<file path="config.mk">
export PLATFORM = sky130hd
export DESIGN_NAME = mdio_master
export DESIGN_NICKNAME = d
export VERILOG_FILES = /design/src/rtl/mdio_pkg.sv /design/src/rtl/mdio_clkgen.sv /design/src/rtl/mdio_frame.sv /design/src/rtl/mdio_master.sv
export SDC_FILE = /design/constraint.sdc
export NUM_CORES = 1
export LEC_CHECK = 0
export CAP_MARGIN = 15
export CORE_MARGIN = 1
export CORE_UTILIZATION = 40
export DETAILED_ROUTE_END_ITERATION = 8
export DONT_BUFFER_PORTS = 1
export SYNTH_ARGS = -nofsm -noshare
export SYNTH_HDL_FRONTEND = slang
export SYNTH_SLANG_ARGS = --single-unit
</file>
<file path="constraint.sdc">
create_clock -name clk -period 2.5 [get_ports clk]
set_clock_uncertainty 0.05 [all_clocks]
set_input_delay 0.375 -clock clk [delete_from_list [all_inputs] [get_ports clk]]
set_output_delay 0.375 -clock clk [all_outputs]
set_load 0.03 [all_outputs]
</file>
<file path="src/rtl/mdio_pkg.sv">
package mdio_pkg;
  localparam int HALF_W  = 8;
  localparam int OFS_CFG = 'h00;
  localparam int OFS_CMD = 'h04;
  localparam int OFS_ADR = 'h08;
  localparam int OFS_CTL = 'h0C;
  localparam int OFS_STA = 'h10;
  localparam int OFS_IND = 'h14;
  localparam int OFS_TBI = 'h34;

  // half MDC period in system clocks for each divider code
  function automatic logic [HALF_W-1:0] half_period(input logic [3:0] code);
    case (code)
      4'd0:    half_period = 8'd1;
      4'd1:    half_period = 8'd2;
      4'd2:    half_period = 8'd3;
      4'd3:    half_period = 8'd4;
      4'd4:    half_period = 8'd5;
      4'd5:    half_period = 8'd7;
      4'd6:    half_period = 8'd10;
      4'd7:    half_period = 8'd14;
      4'd8:    half_period = 8'd8;
      4'd9:    half_period = 8'd16;
      4'd10:   half_period = 8'd24;
      4'd11:   half_period = 8'd32;
      4'd12:   half_period = 8'd40;
      4'd13:   half_period = 8'd56;
      4'd14:   half_period = 8'd80;
      default: half_period = 8'd112;
    endcase
  endfunction
endpackage

</file>
<file path="src/rtl/mdio_clkgen.sv">
module mdio_clkgen #(
  parameter int HW = 8
) (
  input  logic          clk,
  input  logic          rst,
  input  logic          run,
  input  logic [HW-1:0] half,
  output logic          mdc,
  output logic          rise_tk,
  output logic          fall_tk
);
  logic [HW-1:0] cnt;
  logic          wrap;

  assign wrap    = run && (cnt == half - 1'b1);
  assign rise_tk = wrap && !mdc;
  assign fall_tk = wrap && mdc;

  always_ff @(posedge clk) begin
    if (rst || !run) begin
      cnt <= '0;
      mdc <= 1'b0;
    end else if (wrap) begin
      cnt <= '0;
      mdc <= ~mdc;
    end else begin
      cnt <= cnt + 1'b1;
    end
  end
endmodule

</file>
<file path="src/rtl/mdio_frame.sv">
module mdio_frame #(
  parameter int PL = 32
) (
  input  logic        clk,
  input  logic        rst,
  input  logic        start,
  input  logic        abort,
  input  logic        is_read,
  input  logic        pre_skip,
  input  logic [4:0]  phy,
  input  logic [4:0]  reg_num,
  input  logic [15:0] wdata,
  input  logic        rise_tk,
  input  logic        fall_tk,
  input  logic        mdio_i,
  output logic        busy,
  output logic        rd_frame,
  output logic        mdio_o,
  output logic        mdio_oe,
  output logic        rd_done,
  output logic [15:0] rd_data
);
  localparam int FL = PL + 32;
  localparam int PW = $clog2(FL);
  localparam int TP = PL + 14;
  localparam int DP = PL + 16;

  logic [FL-1:0] sh;
  logic [FL-1:0] frame_w;
  logic [PW-1:0] pos;
  logic [15:0]   rd_sh;
  logic          last;

  assign frame_w = {{PL{1'b1}}, 2'b01, (is_read ? 2'b10 : 2'b01), phy, reg_num,
                    (is_read ? 2'b11 : 2'b10), (is_read ? 16'hFFFF : wdata)};
  assign last    = (pos == PW'(FL - 1));
  assign mdio_o  = sh[FL-1];
  assign rd_data = rd_sh;

  always_ff @(posedge clk) begin
    if (rst) begin
      busy     <= 1'b0;
      rd_frame <= 1'b0;
      mdio_oe  <= 1'b0;
      rd_done  <= 1'b0;
      sh       <= '0;
      pos      <= '0;
      rd_sh    <= '0;
    end else begin
      rd_done <= 1'b0;
      if (abort) begin
        busy     <= 1'b0;
        rd_frame <= 1'b0;
        mdio_oe  <= 1'b0;
        sh       <= '0;
      end else if (start) begin
        busy     <= 1'b1;
        rd_frame <= is_read;
        mdio_oe  <= 1'b1;
        pos      <= pre_skip ? PW'(PL) : '0;
        sh       <= pre_skip ? (frame_w << PL) : frame_w;
      end else if (busy) begin
        if (rise_tk && rd_frame && (pos >= PW'(DP)))
          rd_sh <= {rd_sh[14:0], mdio_i};
        if (fall_tk) begin                   // change only on falling MDC
          if (last) begin
            busy     <= 1'b0;
            rd_frame <= 1'b0;
            mdio_oe  <= 1'b0;
            sh       <= '0;
            rd_done  <= rd_frame;
          end else begin
            pos     <= pos + 1'b1;
            sh      <= sh << 1;
            mdio_oe <= !(rd_frame && ((pos + 1'b1) >= PW'(TP)));
          end
        end
      end
    end
  end
endmodule

</file>
<file path="src/rtl/mdio_master.sv">
module mdio_master
  import mdio_pkg::*;
#(
  parameter int ADDR_W  = 6,
  parameter int PRE_LEN = 32
) (
  input  logic              clk,
  input  logic              rst,
  input  logic              bus_we,
  input  logic [ADDR_W-1:0] bus_addr,
  input  logic [31:0]       bus_wdata,
  output logic [31:0]       bus_rdata,
  output logic              mdc,
  output logic              mdio_o,
  output logic              mdio_oe,
  input  logic              mdio_i
);
  logic [4:0]  cfg_q;
  logic [1:0]  cmd_q;
  logic [4:0]  phy_q;
  logic [4:0]  rnum_q;
  logic [15:0] ctl_q;
  logic [15:0] sta_q;
  logic        nv_q;
  logic [4:0]  tbi_q;
  logic        scan_run_q;

  logic        eng_busy, eng_rd, eng_done;
  logic [15:0] eng_data;
  logic        rise_tk, fall_tk;
  logic [HALF_W-1:0] half;

  logic wr_cfg, wr_cmd, wr_adr, wr_ctl, wr_tbi;
  logic mgmt_rst, rd_edge, start, start_rd, scan_ind;
  logic unused_bits;

  assign unused_bits = ^{bus_wdata[30:16], bus_wdata[7:5]};

  assign wr_cfg = bus_we && (bus_addr == ADDR_W'(OFS_CFG));
  assign wr_cmd = bus_we && (bus_addr == ADDR_W'(OFS_CMD));
  assign wr_adr = bus_we && (bus_addr == ADDR_W'(OFS_ADR));
  assign wr_ctl = bus_we && (bus_addr == ADDR_W'(OFS_CTL));
  assign wr_tbi = bus_we && (bus_addr == ADDR_W'(OFS_TBI));

  assign mgmt_rst = wr_cfg && bus_wdata[31];
  assign rd_edge  = wr_cmd && bus_wdata[0] && !cmd_q[0];
  assign start    = !eng_busy && !mgmt_rst && (wr_ctl || rd_edge || cmd_q[1]);
  assign start_rd = !wr_ctl;
  assign scan_ind = cmd_q[1] || (eng_busy && scan_run_q);
  assign half     = half_period(cfg_q[3:0]);

  mdio_clkgen #(.HW(HALF_W)) u_clk (
    .clk     (clk),
    .rst     (rst),
    .run     (eng_busy && !mgmt_rst),
    .half    (half),
    .mdc     (mdc),
    .rise_tk (rise_tk),
    .fall_tk (fall_tk)
  );

  mdio_frame #(.PL(PRE_LEN)) u_frame (
    .clk      (clk),
    .rst      (rst),
    .start    (start),
    .abort    (mgmt_rst),
    .is_read  (start_rd),
    .pre_skip (cfg_q[4]),
    .phy      (phy_q),
    .reg_num  (rnum_q),
    .wdata    (wr_ctl ? bus_wdata[15:0] : ctl_q),
    .rise_tk  (rise_tk),
    .fall_tk  (fall_tk),
    .mdio_i   (mdio_i),
    .busy     (eng_busy),
    .rd_frame (eng_rd),
    .mdio_o   (mdio_o),
    .mdio_oe  (mdio_oe),
    .rd_done  (eng_done),
    .rd_data  (eng_data)
  );

  always_ff @(posedge clk) begin
    if (rst) begin
      cfg_q      <= '0;
      cmd_q      <= '0;
      phy_q      <= '0;
      rnum_q     <= '0;
      ctl_q      <= '0;
      sta_q      <= '0;
      nv_q       <= 1'b0;
      tbi_q      <= 5'h1F;
      scan_run_q <= 1'b0;
    end else begin
      if (wr_cfg) cfg_q <= bus_wdata[4:0];
      if (mgmt_rst)    cmd_q <= '0;
      else if (wr_cmd) cmd_q <= bus_wdata[1:0];
      if (wr_adr) begin
        phy_q  <= bus_wdata[12:8];
        rnum_q <= bus_wdata[4:0];
      end
      if (wr_ctl) ctl_q <= bus_wdata[15:0];
      if (wr_tbi) tbi_q <= bus_wdata[4:0];
      if (start && start_rd) nv_q <= 1'b1;
      else if (eng_done)     nv_q <= 1'b0;
      if (eng_done) sta_q <= eng_data;
      if (mgmt_rst)   scan_run_q <= 1'b0;
      else if (start) scan_run_q <= start_rd && cmd_q[1];
    end
  end

  // registered read mux
  always_ff @(posedge clk) begin
    if (rst) begin
      bus_rdata <= '0;
    end else begin
      case (bus_addr)
        ADDR_W'(OFS_CFG): bus_rdata <= {27'd0, cfg_q};
        ADDR_W'(OFS_CMD): bus_rdata <= {30'd0, cmd_q};
        ADDR_W'(OFS_ADR): bus_rdata <= {19'd0, phy_q, 3'd0, rnum_q};
        ADDR_W'(OFS_CTL): bus_rdata <= {16'd0, ctl_q};
        ADDR_W'(OFS_STA): bus_rdata <= {16'd0, sta_q};
        ADDR_W'(OFS_IND): bus_rdata <= {29'd0, nv_q, scan_ind, eng_busy};
        ADDR_W'(OFS_TBI): bus_rdata <= {27'd0, tbi_q};
        default:          bus_rdata <= '0;
      endcase
    end
  end
endmodule

</file>
==> impl_results.md <==
* Total power at 5.86 mW
* HPWL Detailed at 14.6 mm
* GP Congestion at 0.779
* NumNets Final at 1,030
* Final core occ at 0.509
* Post-layout min period at 2.61 ns
* Startpoint types: flop
* H-Tree Depth at 4
* Fin crit share at 1.04
* I/O pin cnt at 77
* Pwr per Cell Area at 571 nW/um2
* Post-Synth XOR/XNOR Area at 0.0198
* Count of final hold-check violations at 0
* Synth area leaders: dfxtp_1 43%, mux2i_1 5.5%, nor2_1 4.5%, clkbuf_1 3.4%, nand2_1 3.4%
* Total die area at 21,100 um2
* Synthesized area at 8200 um2
* Final setup viols at 83
* Commonest cells in the netlist: 178 x dfxtp_1, 99 x nor2_1, 75 x clkbuf_1, 75 x nand2_1, 56 x a21oi_1
* Top FF cell, synth: dfxtp_1
* Hold Path Class: in2reg
* ANT cells at 0
* Worst setup EP type: flop
* Register bit count reported by yosys at 178
* Fmax achieved at 384 MHz
* PortBufs at 0
* Static leakage at 3.65 nW
* CTS sink count at 178
* Clk_lat worst skew at 0.45 ns
* Slew Limit Fails at 0
* Library cell with the highest instance count after synthesis: dfxtp_1
* Post-Synth Simple-Gate Area at 0.221
* Mux contribution to synthesized area at 0.0563
* Routed vias at 7,394
* Setup Slack @ Placement at -0.133 ns
* FFs w/ async S/R, synth at 0
* First-pass GRT wire length at 37.6 mm
* CTS Buf Count at 17
* RSZ-0062 raised after global routing: true
* R2R setup slack at -0.11 ns
* Post-synth top area cell: dfxtp_1
* Final Worst Setup Slack at -0.107 ns
* Register area share after synthesis at 0.434
* Die Y at 145 um
* Row count at 52
* Core area at 20,200 um2
* Clock root buffer master: clkbuf_16
* Largest net degree at the start of global routing at 59
* Remaining DRCs at 0
* Peak supply drop at 0.000432 V
* Slew margin rel. at 0.232
* Worst slew pin tran at 1.15 ns
* Yosys warnings at 0
* Antenna Nets Post-Route at 0
* CP Class: reg2reg
* Die X at 145 um
* Compound-cell area share of the yosys netlist at 0.201
* Total gr overflow at 0
* Synth cell types at 67
* Post-synth top area share at 0.434
* Run status: finished, violations left
* Detailed-route vias per instance at 5.84
* WL per Instance at 19.0 um
* Synth Area in Adders at 0.00763
* Tot GR Track Use at 0.223
* Main combinational cell family by area after synthesis: simple AND/OR/NAND/NOR gates
* Post-synth EDFFs at 0
* Pre-antenna DRT Iters at 6
* Avg Cell Area, Syn at 8.49 um2
* Ratio of cells with drive above 1 in the final layout at 0.199
* Initial Util at 0.407
* Vias in the first global route at 6,854
* Max Root-Sink Buffers at 2
* Overall routed net length at 24.0 mm
* CTS clk-pin slew, worst paths at 0.08 ns
* Iter 0 DRT Violations at 615
* Initial antenna violation count at 0
* Crit-path max FO at 10
* Cells after Synth at 966
* CTS tree: yes
* Critical Path AT at 2.91 ns
* Worst EP required at 2.80 ns
* Failing checks: negative setup slack
* Synth-to-layout area growth at 25.1%
* Max cap viols at 0
==> cell type report <==
type                    instances  area [um2]
multi-input cells             692        4700
inverters                      11        41.3
fillers                      1878        9910
clock inverters                15         209
repair buffers                 83         978
flip-flops and latches        178        3570
well taps                     270         338
clock buffers                  17         425
==> metrics by stage <==
step                      setup TNS, ns  instance area, um2  hold slack, ns  cells
after floorplan                  -0.822                8320           0.379    981
after global placement            -2.10                8870           0.386   1215
after detailed placement          -3.25                8870           0.391   1215
after CTS                         -3.51                9750        0.000730   1257
after global routing             -10.15               10300         0.00504   1266
final                             -3.68               10300         0.00973   1266
==> cells by family (layout without fill, tap and decap cells) <==
logic type,after synthesis,in the layout
xor gates and xnor gates,17,17
buffers and inverters,111,126
muxes,46,46
other,1,16
DFF,178,178
adders and majority gates,5,5
and+or+nand+nor,370,370
AOI/OAI and AO/OA,238,238
==> report_power, final <==
group | internal [mW] | switching, mW
Clock | 1.38 | 1.40
Sequential | 2.85 | 0.0114
Combinational | 0.0761 | 0.145
Total | 4.30 | 1.56
==> worst max-delay path, stage by stage (launching register included) <==
cell and delay [ns]:
dfxtp_2 0.33, or4_4 0.54, or4b_4 0.53, a31o_4 0.27, a211oi_4 0.21, buf_6 0.20
buf_12 0.14, nor3_1 0.04, a211oi_1 0.21
==> cells in the final DEF (no fill, tap or decap), drive strengths merged, types with 22 or more instances in the layout <==
| cell | netlist | layout |
|---|---|---|
| dfxtp | 178 | 178 |
| nor2 | 99 | 99 |
| nand2 | 75 | 75 |
| buf | 25 | 73 |
| o21ai | 59 | 59 |
| a21oi | 56 | 56 |
| nand3 | 47 | 47 |
| mux2i | 45 | 45 |
| nor3 | 45 | 45 |
| and3 | 34 | 34 |
| nand2b | 24 | 24 |
| clkbuf | 75 | 22 |
==> state kept, by name (all words and copies together) (netlist names), 2 cells and up <==
name and flops:
u_frame.sh 64, bus_rdata 16, ctl_q 16, sta_q 16, u_frame.rd_data 16, u_clk.cnt 8
half 7, u_frame.pos 6, cfg_q 5, phy_q 5, rnum_q 5, tbi_q 5
cmd_q 2
==> per-layer routing <==
metal / wire length (um) / vias to the layer above / track usage / part of all wire
met5: 0 / - / 0 / 0
met4: 308 / 0 / 0.0489 / 0.013
met3: 1400 / 24 / 0.0491 / 0.058
met2: 10700 / 221 / 0.331 / 0.45
met1: 11500 / 3630 / 0.329 / 0.48
li1: - / 3519 / - / -
==> worst paths after layout <==
path,cells past startpoint,from,to
setup / recovery,8,half[5],u_frame.sh[33]
hold / removal,2,bus_wdata[13],ctl_q[13]
hold reg to reg,2,u_frame.sh[43],u_frame.sh[43]
setup reg to reg,8,half[5],u_frame.sh[33]
==> what timing repair did <==
action,CTS,global route
endpoints found under the setup margin,70,90
resized for setup,29,88
hold buffers,6,0
setup buffers,2,3
endpoints found under the hold margin,58,0
pin swaps,19,44
cloned,2,6
No activity file was read; power rests on OpenSTA's default activity.
